<file path="src/rtl/can_fc_pkg.sv">
package can_fc_pkg;
  localparam int FC_CNT_W = 8;

  typedef enum logic [1:0] {
    FC_ACTIVE    = 2'd0,
    FC_OFF_ENTRY = 2'd1,
    FC_OFF_HELD  = 2'd2,
    FC_RECOVER   = 2'd3
  } fc_state_e;

  localparam logic [1:0] SEL_TEC = 2'd0;
  localparam logic [1:0] SEL_REC = 2'd1;
  localparam logic [1:0] SEL_EWL = 2'd2;

  // Sum one bit wider than the counter so that overflow is visible.
  function automatic logic [FC_CNT_W:0] fc_wide_add(input logic [FC_CNT_W-1:0] v,
                                                    input int unsigned step);
    return {1'b0, v} + (FC_CNT_W+1)'(step);
  endfunction

  function automatic logic [FC_CNT_W-1:0] fc_sat_add(input logic [FC_CNT_W-1:0] v,
                                                     input int unsigned step);
    logic [FC_CNT_W:0] s;
    s = fc_wide_add(v, step);
    return s[FC_CNT_W] ? {FC_CNT_W{1'b1}} : s[FC_CNT_W-1:0];
  endfunction

  function automatic logic [FC_CNT_W-1:0] fc_sat_dec(input logic [FC_CNT_W-1:0] v);
    return (v == '0) ? '0 : v - 1'b1;
  endfunction
endpackage

</file>
<file path="src/rtl/fc_err_counters.sv">
module fc_err_counters
  import can_fc_pkg::*;
#(
  parameter int unsigned TX_STEP  = 8,
  parameter int unsigned RX_STEP  = 1,
  parameter int unsigned EWL_INIT = 96
) (
  input  logic                clk,
  input  logic                rst_n,
  input  fc_state_e           state,
  input  logic                reset_mode,
  input  logic                listen_only,
  input  logic                tx_err,
  input  logic                tx_ok,
  input  logic                rx_err,
  input  logic                rx_ok,
  input  logic                recessive11,
  input  logic                wr_en,
  input  logic [1:0]          wr_sel,
  input  logic [FC_CNT_W-1:0] wr_data,
  output logic [FC_CNT_W-1:0] tec,
  output logic [FC_CNT_W-1:0] rec,
  output logic [FC_CNT_W-1:0] ewl,
  output logic                enter_busoff,
  output logic                recover_step,
  output logic                recover_done
);
  localparam logic [FC_CNT_W-1:0] BUSOFF_TEC = {1'b0, {(FC_CNT_W-1){1'b1}}};

  logic [FC_CNT_W-1:0] tec_q, rec_q, ewl_q, tec_n, rec_n;
  logic [FC_CNT_W:0]   tx_sum;
  logic                sw_wr;

  assign sw_wr        = reset_mode && wr_en;
  assign tx_sum       = fc_wide_add(tec_q, TX_STEP);
  assign enter_busoff = (state == FC_ACTIVE) && !reset_mode && tx_err && tx_sum[FC_CNT_W];
  assign recover_step = (state == FC_RECOVER) && !reset_mode && recessive11;
  assign recover_done = recover_step && (tec_q == '0);

  always_comb begin
    tec_n = tec_q;
    if (enter_busoff)                          tec_n = BUSOFF_TEC;
    else if (recover_step)                     tec_n = fc_sat_dec(tec_q);
    else if (reset_mode) begin
      if (sw_wr && wr_sel == SEL_TEC)          tec_n = wr_data;
    end else if (state == FC_ACTIVE) begin
      if (tx_err)                              tec_n = tx_sum[FC_CNT_W-1:0];
      else if (tx_ok)                          tec_n = fc_sat_dec(tec_q);
    end
  end

  always_comb begin
    rec_n = rec_q;
    if (enter_busoff || recover_done)          rec_n = '0;
    else if (sw_wr && wr_sel == SEL_REC)       rec_n = wr_data;
    else if (state == FC_ACTIVE && !listen_only) begin
      if (rx_err)                              rec_n = fc_sat_add(rec_q, RX_STEP);
      else if (rx_ok)                          rec_n = fc_sat_dec(rec_q);
    end
  end

  always_ff @(posedge clk or negedge rst_n) begin
    if (!rst_n) begin
      tec_q <= '0;
      rec_q <= '0;
      ewl_q <= FC_CNT_W'(EWL_INIT);
    end else begin
      tec_q <= tec_n;
      rec_q <= rec_n;
      if (sw_wr && wr_sel == SEL_EWL) ewl_q <= wr_data;
    end
  end

  assign tec = tec_q;
  assign rec = rec_q;
  assign ewl = ewl_q;
endmodule

</file>
<file path="src/rtl/fc_busoff_fsm.sv">
module fc_busoff_fsm
  import can_fc_pkg::*;
(
  input  logic      clk,
  input  logic      rst_n,
  input  logic      reset_mode,
  input  logic      enter_busoff,
  input  logic      recover_done,
  output fc_state_e state,
  output fc_state_e state_nxt,
  output logic      force_reset
);
  fc_state_e state_q;

  always_comb begin
    state_nxt = state_q;
    unique case (state_q)
      FC_ACTIVE:    if (enter_busoff) state_nxt = FC_OFF_ENTRY;
      FC_OFF_ENTRY: if (reset_mode)   state_nxt = FC_OFF_HELD;
      FC_OFF_HELD:  if (!reset_mode)  state_nxt = FC_RECOVER;
      FC_RECOVER:   if (recover_done) state_nxt = FC_ACTIVE;
      default:                        state_nxt = FC_ACTIVE;
    endcase
  end

  always_ff @(posedge clk or negedge rst_n) begin
    if (!rst_n) state_q <= FC_ACTIVE;
    else        state_q <= state_nxt;
  end

  assign state       = state_q;
  assign force_reset = (state_q == FC_OFF_ENTRY);
endmodule

</file>
<file path="src/rtl/fc_status_irq.sv">
module fc_status_irq
  import can_fc_pkg::*;
(
  input  logic                clk,
  input  logic                rst_n,
  input  logic                reset_mode,
  input  fc_state_e           state_nxt,
  input  logic [FC_CNT_W-1:0] tec,
  input  logic [FC_CNT_W-1:0] rec,
  input  logic [FC_CNT_W-1:0] ewl,
  input  logic [1:0]          irq_en,
  output logic                err_status,
  output logic                bus_status,
  output logic                err_passive,
  output logic                warn_irq,
  output logic                passive_irq
);
  localparam logic [FC_CNT_W-1:0] PASS_LVL = {1'b1, {(FC_CNT_W-1){1'b0}}};

  logic bus_q, err_q, pas_q, warn_q, pirq_q;
  logic bus_nxt, err_eval, pas_eval, err_nxt, pas_nxt;

  assign bus_nxt  = (state_nxt != FC_ACTIVE);
  assign err_eval = (tec >= ewl) || (!bus_nxt && rec >= ewl);
  assign pas_eval = !bus_nxt && ((tec >= PASS_LVL) || (rec >= PASS_LVL));
  assign err_nxt  = reset_mode ? err_q : err_eval;
  assign pas_nxt  = reset_mode ? pas_q : pas_eval;

  always_ff @(posedge clk or negedge rst_n) begin
    if (!rst_n) begin
      bus_q  <= 1'b0;
      err_q  <= 1'b0;
      pas_q  <= 1'b0;
      warn_q <= 1'b0;
      pirq_q <= 1'b0;
    end else begin
      bus_q  <= bus_nxt;
      err_q  <= err_nxt;
      pas_q  <= pas_nxt;
      warn_q <= irq_en[0] && ((bus_nxt != bus_q) || (err_nxt != err_q));
      pirq_q <= irq_en[1] && (pas_nxt != pas_q);
    end
  end

  assign bus_status  = bus_q;
  assign err_status  = err_q;
  assign err_passive = pas_q;
  assign warn_irq    = warn_q;
  assign passive_irq = pirq_q;
endmodule

</file>
<file path="src/rtl/can_fault_tracker.sv">
module can_fault_tracker
  import can_fc_pkg::*;
#(
  parameter int unsigned TX_ERR_STEP = 8,
  parameter int unsigned RX_ERR_STEP = 1,
  parameter int unsigned EWL_RESET   = 96
) (
  input  logic                clk,
  input  logic                rst_n,
  input  logic                reset_mode,
  input  logic                listen_only,
  input  logic                tx_err,
  input  logic                tx_ok,
  input  logic                rx_err,
  input  logic                rx_ok,
  input  logic                recessive11,
  input  logic                wr_en,
  input  logic [1:0]          wr_sel,
  input  logic [FC_CNT_W-1:0] wr_data,
  input  logic [1:0]          irq_en,
  output logic [FC_CNT_W-1:0] tec,
  output logic [FC_CNT_W-1:0] rec,
  output logic                err_status,
  output logic                bus_status,
  output logic                err_passive,
  output logic                warn_irq,
  output logic                passive_irq,
  output logic                force_reset
);
  fc_state_e           state, state_nxt;
  logic [FC_CNT_W-1:0] ewl;
  logic                enter_busoff, recover_step, recover_done;

  fc_err_counters #(
    .TX_STEP (TX_ERR_STEP),
    .RX_STEP (RX_ERR_STEP),
    .EWL_INIT(EWL_RESET)
  ) u_cnt (
    .clk, .rst_n, .state, .reset_mode, .listen_only,
    .tx_err, .tx_ok, .rx_err, .rx_ok, .recessive11,
    .wr_en, .wr_sel, .wr_data,
    .tec, .rec, .ewl, .enter_busoff, .recover_step, .recover_done
  );

  fc_busoff_fsm u_fsm (
    .clk, .rst_n, .reset_mode, .enter_busoff, .recover_done,
    .state, .state_nxt, .force_reset
  );

  fc_status_irq u_stat (
    .clk, .rst_n, .reset_mode, .state_nxt, .tec, .rec, .ewl, .irq_en,
    .err_status, .bus_status, .err_passive, .warn_irq, .passive_irq
  );
endmodule

</file>
<file path="config.mk">
export PLATFORM = sky130hd
export DESIGN_NAME = can_fault_tracker
export DESIGN_NICKNAME = d
export VERILOG_FILES = /design/src/rtl/can_fc_pkg.sv /design/src/rtl/fc_err_counters.sv /design/src/rtl/fc_busoff_fsm.sv /design/src/rtl/fc_status_irq.sv /design/src/rtl/can_fault_tracker.sv
export SDC_FILE = /design/constraint.sdc
export NUM_CORES = 1
export LEC_CHECK = 0
export BUFFER_PORTS_ARGS = -buffer_cell sky130_fd_sc_hd__buf_4
export CAP_MARGIN = 20
export CORE_MARGIN = 2
export CORE_UTILIZATION = 35
export DETAILED_ROUTE_END_ITERATION = 10
export PLACE_DENSITY = 0.64
export SETUP_SLACK_MARGIN = 0.02
export SLEW_MARGIN = 10
export SYNTH_ARGS = -nofsm -noshare
export SYNTH_HDL_FRONTEND = slang
export SYNTH_SLANG_ARGS = --single-unit
export TNS_END_PERCENT = 5
</file>
<file path="constraint.sdc">
create_clock -name clk -period 3.1 [get_ports clk]
set_input_delay 0.155 -clock clk [delete_from_list [all_inputs] [get_ports clk]]
set_output_delay 0.155 -clock clk [all_outputs]
set_load 0.05 [all_outputs]
</file>
==> reports/results.ini <==
[route]
drc_errors=0
drtIter0Drc=205
wl_per_cell_microns=16.8
ant_nets=0
routed_via_density=5.73
first_pass_iters=4
wl_mm=7.20
vias=2454

[synthesis]
syn_nets=337
async_flop_share_pct=100
ys.flop_type=dfrtp_1
ys_ff_latch=31
syn_inst=293
synth_edf_count=0
synth_cell_types=56
synthesis.area_sq_um=2510
syn_area_per_cell_sq_um=8.58
yosysSeqAreaShare_pct=31.0
ys_warn_count=0

[clock_tree]
cts_tree=yes
post_cts_buffers=0
clockBufferDepth=2
cts.sinks=31
clock_tree.htree_level_count=2
clk_latency_ns=0.29
cts_made_buffers=5
root_buffer=clkbuf_8
path_clk_slew_ns=0.07

[timing]
holdWs_ns=0.0750
fin_worst_skew_ns=0.00572
finalHoldViolCount=0
max_freq_mhz=393
min_period_ns=2.55
rsz0062_at_grt=false
slew_headroom_pct=56.1
layout_worst_path_cycle_share_pct=82.1
setup_tns_ns=0
finalMaxSlewViolations=0
worst_pin_slew_ns=0.655
setup_viol=0

[power_and_ir_drop]
p_leak_uw=0.00130
power_density_nw_per_um2=760
irDropWorstVdd_uv=197

[hold_path]
min_path_type=input pin to flop
hp-start=irq_en[0]
min_path_cells=3
hold-path-endpoint=u_stat.warn_irq$_DFF_PN0_

[worst_setup_path]
reg2reg_depth=7
path_cells=inv_1 > ha_1 > or4b_1 > o221ai_2 > nor4_1 > a2111oi_0 > o21ai_0
crit_required_ns=3.26
r2r_end=u_cnt.tec[6]$_DFFE_PN0P_
rrSetupSlack_ns=0.55
cp.arrival_ns=2.70
cpPeakStageDelay_ns=0.61
slowest_stage=or4b_1
worstSetupPathType=flop to flop
r2r_start=u_cnt.tec[1]$_DFFE_PN0P_
endpoint_kind=flop
crit_fanout=10
worst_setup_path_start_kind=flop

[global_routing]
grt_pass1_wl_mm=11.8
grt_antenna_before_repair=0
overflow=0
grt_use_total_pct=19.4
grt_pass1_vias=2240
grt_max_degree=32

[placed_design]
gp_congestion=0.861
io_buffers=43
placed_cell_area_sq_um=2920
dpl.hpwl_mm=5.31

[floorplanning]
io_pins=44
dieArea_sq_um=7880
start_util_pct=36.6
fp.dieW_microns=88.7
fp-row-count=30
fp.dieH_microns=88.7
core_sq_um=6870

[final_layout]
layout_commonest_cell=buf_4
drive_gt1_share_pct=21.4
post-route-cell-area_sq_um=3030
nFillCells=669
area_growth_pct=20.4
antenna_cells=0
fin_util_pct=44.1
layout_common_cells=buf_4 (46), o21ai_0 (29), dfrtp_1 (29)
nNetsFinal=375

[status]
status=complete, no violations

[run]
maxCapViolCount=0

==> how the worst max path moves through the flow <==
stage	from	end	slack (ns)
floorplan	u_cnt.tec[0]$_DFFE_PN0P_	u_stat.passive_irq$_DFF_PN0_	0.58
global placement	u_cnt.tec[0]$_DFFE_PN0P_	u_stat.passive_irq$_DFF_PN0_	0.68
detailed placement	u_cnt.tec[0]$_DFFE_PN0P_	u_cnt.tec[6]$_DFFE_PN0P_	0.57
CTS	u_cnt.tec[0]$_DFFE_PN0P_	u_cnt.tec[6]$_DFFE_PN0P_	0.56
global route	u_cnt.tec[1]$_DFFE_PN0P_	u_cnt.tec[6]$_DFFE_PN0P_	0.39
finish	u_cnt.tec[1]$_DFFE_PN0P_	u_cnt.tec[6]$_DFFE_PN0P_	0.55
==> metal layers <==
metal	GRT usage [%]	vias up	part of all wire (%)
met1	27.7	1165	48
met3	3.26	11	5.5
met5	0	-	0
met2	30.0	86	46
li1	-	1192	-
met4	6.06	0	1.2
==> Yosys cell counts (all sizes together) (4+ instances only) <==
master / n / area, sq um
nand3: 13 / 65.1
a211oi: 6 / 45.0
and3: 4 / 25.0
a31oi: 6 / 37.5
nand4: 6 / 37.5
a21oi: 12 / 60.1
mux2: 10 / 113
a22o: 4 / 35.0
clkbuf: 14 / 52.6
nor4: 9 / 77.6
xnor2: 4 / 35.0
nor3: 10 / 50.1
o21ai: 31 / 155
inv: 22 / 82.6
nor2b: 4 / 25.0
dfrtp: 29 / 726
ha: 22 / 275
nand2b: 4 / 25.0
nand2: 12 / 45.0
nor2: 20 / 75.1
a2111oi: 5 / 43.8
==> registers in the layout, summed over array words and instances, names as in the netlist <==
signal,flops
u_fsm.state,2
u_stat.passive_irq,1
u_stat.err_status,1
u_cnt.rec,8
u_cnt.tec,8
u_cnt.ewl,8
u_stat.warn_irq,1
u_stat.err_passive,1
u_stat.bus_status,1
==> power breakdown <==
| group | internal, uW | leakage, uW | total (uW) | switching (uW) |
|---|---|---|---|---|
| clock | 203 | 0.0000515 | 369 | 166 |
| sequential | 511 | 0.000368 | 726 | 214 |
| combinational | 464 | 0.000885 | 1210 | 743 |
| total | 1180 | 0.00130 | 2300 | 1120 |
==> metrics by stage <==
step	worst slack, ns	power, uW	std cells
final	0.554	2300	428
after global routing	0.390	2470	428
after CTS	0.557	2300	428
after detailed placement	0.566	1930	419
after global placement	0.676	1920	419
after floorplan	0.582	1550	293
==> critical path, delay by kind of cell, from the launching register on <==
family	cells	cell delay [ns]
buffers and inverters	1	0.11
AOI/OAI and AO/OA	3	0.94
DFF	1	0.43
adders and majority gates	1	0.22
and+or+nand+nor	2	0.72
==> timing repair <==
action,CTS,global route
hold endpoints to repair,29,0
gates resized for setup,0,0
hold buffers,1,0
==> cell type report <==
type / instances / area, sq um / share of cell area (%)
clock buffer: 8 / 100 / 3.31
inverter: 22 / 82.6 / 2.73
sequential: 31 / 778 / 25.7
multi-input combinational: 224 / 1590 / 52.5
timing repair buffer: 47 / 355 / 11.7
tap: 96 / 120 / 3.97
==> logic make-up (layout without fill, tap and decap cells) <==
kind of cell | count (synthesis) | in the layout | synth area share (%)
muxes | 10 | 10 | 4.48
and+or+nand+nor | 97 | 97 | 22.0
adders and majority gates | 22 | 22 | 11.0
AOI/OAI and AO/OA | 90 | 90 | 24.1
xor gates and xnor gates | 5 | 5 | 1.74
buffers and inverters | 38 | 77 | 5.77
DFF | 31 | 31 | 31.0
No activity file was read; power rests on OpenSTA's default activity.
